[config.mk]
export PLATFORM = sky130hd
export DESIGN_NAME = alert_resp_unit
export DESIGN_NICKNAME = d
export VERILOG_FILES = /design/src/rtl/arp_pkg.sv /design/src/rtl/limit_bank.sv /design/src/rtl/bus_edge.sv /design/src/rtl/alert_bus_fsm.sv /design/src/rtl/alert_resp_unit.sv
export SDC_FILE = /design/constraint.sdc
export NUM_CORES = 1
export LEC_CHECK = 0
export BUFFER_PORTS_ARGS = -buffer_cell sky130_fd_sc_hd__buf_4
export CAP_MARGIN = 10
export CORE_UTILIZATION = 37
export DETAILED_ROUTE_END_ITERATION = 12
export GPL_ROUTABILITY_DRIVEN = 0
export HOLD_SLACK_MARGIN = 0.03
export PLACE_DENSITY_LB_ADDON = 0.15
export SYNTH_ARGS = -nofsm -noshare
export SYNTH_HDL_FRONTEND = slang
export SYNTH_SLANG_ARGS = --single-unit
[constraint.sdc]
create_clock -name clk -period 2.4 [get_ports clk]
set_input_delay 0.48 -clock clk [delete_from_list [all_inputs] [get_ports clk]]
set_output_delay 0.48 -clock clk [all_outputs]
set_load 0.01 [all_outputs]
[src/rtl/arp_pkg.sv]
package arp_pkg;
  localparam logic [6:0] ARA_ADDR = 7'b0001100;
  localparam logic [3:0] DEV_TYPE = 4'b1001;

  typedef enum logic [2:0] {
    BS_IDLE,
    BS_ADDR,
    BS_ACK,
    BS_TX,
    BS_TXACK,
    BS_SKIP
  } bus_st_t;
endpackage

[src/rtl/limit_bank.sv]
module limit_bank #(
  parameter int NCH = 4,
  parameter int VW  = 8
) (
  input  logic              clk,
  input  logic              rst_n,
  input  logic [NCH*VW-1:0] ch_value,
  input  logic [NCH-1:0]    ch_valid,
  input  logic [NCH-1:0]    ch_enable,
  input  logic [NCH*VW-1:0] lim_hi,
  input  logic [NCH*VW-1:0] lim_lo,
  input  logic              clr,
  output logic              any_flag
);
  logic [NCH-1:0] hit;
  logic [NCH-1:0] flag_q;
  logic [NCH-1:0] flag_d;

  for (genvar i = 0; i < NCH; i++) begin : g_ch
    logic [VW-1:0] v, hi, lo;
    assign v  = ch_value[i*VW +: VW];
    assign hi = lim_hi[i*VW +: VW];
    assign lo = lim_lo[i*VW +: VW];
    assign hit[i] = ch_valid[i] & ch_enable[i] & ((v > hi) | (v < lo));
  end

  // a new hit wins over a clear in the same cycle
  always_comb begin
    flag_d = (flag_q & {NCH{~clr}}) | hit;
  end

  always_ff @(posedge clk or negedge rst_n) begin
    if (!rst_n) flag_q <= '0;
    else        flag_q <= flag_d;
  end

  assign any_flag = |flag_q;
endmodule

[src/rtl/bus_edge.sv]
module bus_edge (
  input  logic clk,
  input  logic rst_n,
  input  logic scl,
  input  logic sda,
  output logic scl_rise,
  output logic scl_fall,
  output logic start_ev,
  output logic stop_ev
);
  logic scl_q, sda_q;

  always_ff @(posedge clk or negedge rst_n) begin
    if (!rst_n) begin
      scl_q <= 1'b1;
      sda_q <= 1'b1;
    end else begin
      scl_q <= scl;
      sda_q <= sda;
    end
  end

  assign scl_rise = scl & ~scl_q;
  assign scl_fall = ~scl & scl_q;
  assign start_ev = scl & scl_q & sda_q & ~sda;
  assign stop_ev  = scl & scl_q & ~sda_q & sda;
endmodule

[src/rtl/alert_bus_fsm.sv]
module alert_bus_fsm
  import arp_pkg::*;
(
  input  logic       clk,
  input  logic       rst_n,
  input  logic       scl_rise,
  input  logic       scl_fall,
  input  logic       start_ev,
  input  logic       stop_ev,
  input  logic       sda_in,
  input  logic       pending,
  input  logic [6:0] own_addr,
  input  logic [7:0] reply,
  output logic       sda_oe,
  output logic       clr_pulse,
  output logic       ara_ack
);
  bus_st_t    st_q, st_d;
  logic [3:0] cnt_q, cnt_d;
  logic [7:0] sh_q, sh_d;
  logic       ara_q, ara_d;
  logic       clr_d;
  logic       oe_d;

  always_comb begin
    st_d  = st_q;
    cnt_d = cnt_q;
    sh_d  = sh_q;
    ara_d = ara_q;
    clr_d = 1'b0;
    if (start_ev) begin
      st_d  = BS_ADDR;
      cnt_d = '0;
    end else if (stop_ev) begin
      st_d = BS_IDLE;
    end else begin
      unique case (st_q)
        BS_ADDR: begin
          if (scl_rise && cnt_q < 4'd8) begin
            sh_d  = {sh_q[6:0], sda_in};
            cnt_d = cnt_q + 4'd1;
          end else if (scl_fall && cnt_q == 4'd8) begin
            if (sh_q[7:1] == ARA_ADDR && sh_q[0] && pending) begin
              st_d  = BS_ACK;
              ara_d = 1'b1;
            end else if (sh_q[7:1] == own_addr) begin
              st_d  = BS_ACK;
              ara_d = 1'b0;
              clr_d = 1'b1;
            end else begin
              st_d = BS_SKIP;
            end
          end
        end
        BS_ACK: begin
          if (scl_fall) begin
            if (ara_q) begin
              st_d  = BS_TX;
              sh_d  = reply;
              cnt_d = '0;
            end else begin
              st_d = BS_SKIP;
            end
          end
        end
        BS_TX: begin
          if (scl_fall) begin
            if (cnt_q == 4'd7) begin
              st_d = BS_TXACK;
            end else begin
              sh_d  = {sh_q[6:0], 1'b1};
              cnt_d = cnt_q + 4'd1;
            end
          end
        end
        BS_TXACK: begin
          if (scl_rise) st_d = BS_SKIP;
        end
        default: ;
      endcase
    end
    oe_d = (st_d == BS_ACK) | ((st_d == BS_TX) & ~sh_d[7]);
  end

  always_ff @(posedge clk or negedge rst_n) begin
    if (!rst_n) begin
      st_q      <= BS_IDLE;
      cnt_q     <= '0;
      sh_q      <= '0;
      ara_q     <= 1'b0;
      sda_oe    <= 1'b0;
      clr_pulse <= 1'b0;
    end else begin
      st_q      <= st_d;
      cnt_q     <= cnt_d;
      sh_q      <= sh_d;
      ara_q     <= ara_d;
      sda_oe    <= oe_d;
      clr_pulse <= clr_d;
    end
  end

  assign ara_ack = (st_q == BS_ACK) & ara_q;
endmodule

[src/rtl/alert_resp_unit.sv]
module alert_resp_unit
  import arp_pkg::*;
#(
  parameter int NCH = 4,
  parameter int VW  = 8
) (
  input  logic              clk,
  input  logic              rst_n,
  input  logic [NCH*VW-1:0] ch_value,
  input  logic [NCH-1:0]    ch_valid,
  input  logic [NCH-1:0]    ch_enable,
  input  logic [NCH*VW-1:0] lim_hi,
  input  logic [NCH*VW-1:0] lim_lo,
  input  logic [2:0]        strap_addr,
  input  logic              strap_open,
  input  logic              scl,
  input  logic              sda,
  output logic              alert_n,
  output logic              sda_oe
);
  logic       pending;
  logic       alert_clr;
  logic       ara_ack;
  logic       scl_rise, scl_fall, start_ev, stop_ev;
  logic [2:0] eff_addr;
  logic [6:0] own_addr;
  logic [7:0] reply;

  assign eff_addr = strap_open ? 3'b111 : strap_addr;
  assign own_addr = {DEV_TYPE, eff_addr};
  assign reply    = {DEV_TYPE, eff_addr, 1'b1};

  limit_bank #(.NCH(NCH), .VW(VW)) u_lim (
    .clk(clk), .rst_n(rst_n), .ch_value(ch_value), .ch_valid(ch_valid),
    .ch_enable(ch_enable), .lim_hi(lim_hi), .lim_lo(lim_lo),
    .clr(alert_clr), .any_flag(pending)
  );

  bus_edge u_edge (
    .clk(clk), .rst_n(rst_n), .scl(scl), .sda(sda),
    .scl_rise(scl_rise), .scl_fall(scl_fall),
    .start_ev(start_ev), .stop_ev(stop_ev)
  );

  alert_bus_fsm u_fsm (
    .clk(clk), .rst_n(rst_n), .scl_rise(scl_rise), .scl_fall(scl_fall),
    .start_ev(start_ev), .stop_ev(stop_ev), .sda_in(sda),
    .pending(pending), .own_addr(own_addr), .reply(reply),
    .sda_oe(sda_oe), .clr_pulse(alert_clr), .ara_ack(ara_ack)
  );

  assign alert_n = ~pending;
endmodule

==> impl_metrics.env <==
export IMPL_yosysSeqAreaShare_pct=20.6
export IMPL_startpoint="u_fsm.cnt_q[0]"
export IMPL_ir_drop_v=0.000294
export IMPL_fin_crit_sh_pct=80.2
export IMPL_finalWirelength_mm=6.67
export IMPL_synth_fp_nets=530
export IMPL_fin_crit_ns=1.93
export IMPL_dieArea_um2=8260
export IMPL_switching_power_uw=739
export IMPL_grt_pass1_wl_mm=11.3
export IMPL_track_usage_pct=16.2
export IMPL_relSlewSlack_pct=62.5
export IMPL_p_sw_share_pct=37.3
export IMPL_drt_iter0_markers=55
export IMPL_setup_tns_ns=0
export IMPL_arrival_ns=2.12
export IMPL_grt_max_degree=25
export IMPL_ctsResizeCount=0
export IMPL_ant_nets=0
export IMPL_htree_levels=1
export IMPL_worst_pin_slew_ns=0.558
export IMPL_critPathMaxFanout=12
export IMPL_antenna_found_initial=0
export IMPL_start_util_pct=38.0
export IMPL_seq_power_share_pct=33.2
export IMPL_areaGrowthSynthToFinish_pct=35.0
export IMPL_routedWlPerCell_um=11.7
export IMPL_cts_inserted_buffers=3
export IMPL_synth_edf_count=0
export IMPL_fp_row_count=32
export IMPL_syn_avg_cell_area_um2=8.21
export IMPL_cp_end_kind="register"
export IMPL_r2r_start="u_fsm.cnt_q[0]"
export IMPL_synthFlopType="dfrtp_1"
export IMPL_die_y_um=90.9
export IMPL_port_buffers=113
export IMPL_clk_insertion_delay_late_ns=0.27
export IMPL_dp_cells=568
export IMPL_ys_seq_elements=24
export IMPL_regArea_um2=603
export IMPL_synth_cell_types=51
export IMPL_finClkSkew_ns=0.00201
export IMPL_dieWidth_um=90.9
export IMPL_grt_remaining_overflow=0
export IMPL_cts_setup_buffers=0
export IMPL_syn_inst=356
export IMPL_cap_violations=0
export IMPL_cts_tree="done"
export IMPL_min_path_type="input pin to async pin"
export IMPL_hold_buffers=0
export IMPL_num_nets_final=645
export IMPL_pin_count=114
export IMPL_synth_warnings=0
export IMPL_layoutNonFillerInstCount=572
export IMPL_path_clk_slew_ns=0.09
export IMPL_ys_async_sr_fraction_pct=100
export IMPL_drcViolationCount=0
export IMPL_status="complete, no violations"
export IMPL_grt_pass1_vias=2775
export IMPL_num_vias=2849
export IMPL_pwr_density_cell_nw_per_um2=503
export IMPL_start_kind="register"
export IMPL_post_drt_via_cell_ratio=4.98
export IMPL_setup_viol=0
export IMPL_timing_final_max_slew_violations=0
export IMPL_finalHoldViolations=0
export IMPL_core_area_um2=7690
export IMPL_synth_area_um2=2920
export IMPL_ctsLongestPathBuffers=2
export IMPL_power_leakage_uw=0.00219
export IMPL_max_freq_mhz=519
export IMPL_n_antenna_cell=0
export IMPL_worstPathRequired_ns=2.59
export IMPL_clock_root_buffer="clkbuf_8"
export IMPL_fin_util_pct=51.3
export IMPL_combPwrFrac_pct=48.9
export IMPL_n_fill_cell=799
export IMPL_drtPass1Iterations=4
export IMPL_dp_hpwl_mm=5.79
export IMPL_clockPowerShare_pct=17.9
export IMPL_critical_path_class="register to register"
export IMPL_rsz0062_at_grt="false"
export IMPL_cts_sinks=24
export IMPL_drive_above_1_share_pct=27.4
export IMPL_cellInternalPower_uw=1240
export IMPL_multi_input_area_um2=2010
-- area by class of cell --
class / instances / share of cell area [%]
repair buffers: 116 / 22.1
well taps: 102 / 3.24
flip-flops and latches: 24 / 15.3
clock inverters: 1 / 0.761
multi-input cells: 257 / 51.0
inverters: 69 / 6.57
clock buffers: 3 / 1.05
-- path summary, 6_finish.rpt --
kind,end,slack (ns),depth (start not counted)
min reg2reg,u_lim.flag_q[2],0.51,2
max in group asynchronous,u_edge.scl_q,2.01,1
min,u_fsm.sh_q[3],0.1,1
max reg2reg,u_fsm.sda_oe,0.47,6
max,u_fsm.sda_oe,0.47,6
min in group clk,u_edge.sda_q,0.35,1
-- layer usage --
layer | vias up | global-route usage [%] | routed length [µm] | share of wire, %
met1 | 1283 | 20.2 | 3050 | 46
met3 | 6 | 2.61 | 395 | 5.9
met5 | - | 0 | 0 | 0
li1 | 1479 | - | - | -
met4 | 0 | 4.10 | 53 | 0.80
met2 | 81 | 28.7 | 3170 | 48
-- registers in the layout, indices dropped and copies added, names as in the netlist --
name	flops
u_edge.sda_q	1
u_lim.flag_q	4
u_fsm.clr_pulse	1
u_edge.scl_q	1
u_fsm.ara_q	1
u_fsm.sda_oe	1
u_fsm.cnt_q	4
u_fsm.sh_q	8
u_fsm.st_q	3
-- critical path: stages (launching register included) --
cell and delay [ns]:
dfrtp_1 0.41, ha_1 0.22, and3b_1 0.24, o21bai_2 0.15
and2_1 0.40, o21ai_1 0.19, a211oi_2 0.23
-- cell usage after synthesis, types with 4 or more instances --
master	count	share of area [%]
o21a_1	8	2.1
a21oi_1	16	2.7
inv_1	69	8.9
o21ai_0	19	3.3
nor2b_1	10	2.1
o2111ai_1	5	1.5
a21o_1	12	3.1
nor2_1	11	1.4
and3_1	4	0.86
nand3_1	14	2.4
xor2_1	5	1.5
ha_1	62	27
nand2b_1	11	2.4
nand2_1	25	3.2
dfrtp_1	22	19
o211ai_1	4	1.0
-- kinds of logic after synthesis --
group,count (synthesis),share of synthesized area [%]
mux,1,0.343
simple gates,97,18.3
flops,24,20.6
fa+ha+maj,62,26.6
xor+xnor,5,1.50
buf+inv,75,10.5
compound gates,92,22.1
-- layout by cell type, fill, tap and decap left out, types with 3 or more instances in the layout --
master       n
buf_4      116
inv_1       69
ha_1        62
nand2_1     25
dfrtp_1     22
o21ai_0     19
a21oi_1     16
nand3_1     14
a21o_1      12
nor2_1      11
nand2b_1    11
nor2b_1     10
o21a_1       8
xor2_1       5
o2111ai_1    5
o211ai_1     4
and3_1       4
o22ai_1      3
nor3b_1      3
nand4_1      3
nand3b_1     3
a311o_1      3
a221o_1      3
clkbuf_8     3
-- metrics by stage --
| step | hold slack [ns] | total power (µW) | worst slack [ns] | cell area (µm²) |
|---|---|---|---|---|
| 5_1_grt | 0.118 | 2160 | 0.313 | 3940 |
| 3_3_place_gp | 0.403 | 1620 | 0.453 | 3870 |
| 2_1_floorplan | 0.184 | 1320 | 0.653 | 2920 |
| 4_1_cts | 0.101 | 2000 | 0.456 | 3940 |
| 3_5_place_dp | 0.407 | 1630 | 0.440 | 3870 |
| 6_report | 0.0995 | 1980 | 0.475 | 3940 |
-- power groups by stage --
stage | clock (µW) | combinational, µW | sequential [µW]
2_1_floorplan | 0 | 714 | 602
3_3_place_gp | 0 | 956 | 664
3_5_place_dp | 0 | 970 | 660
4_1_cts | 374 | 976 | 654
5_1_grt | 381 | 1100 | 677
6_report | 355 | 970 | 658
(Power assumes the default switching activity.)
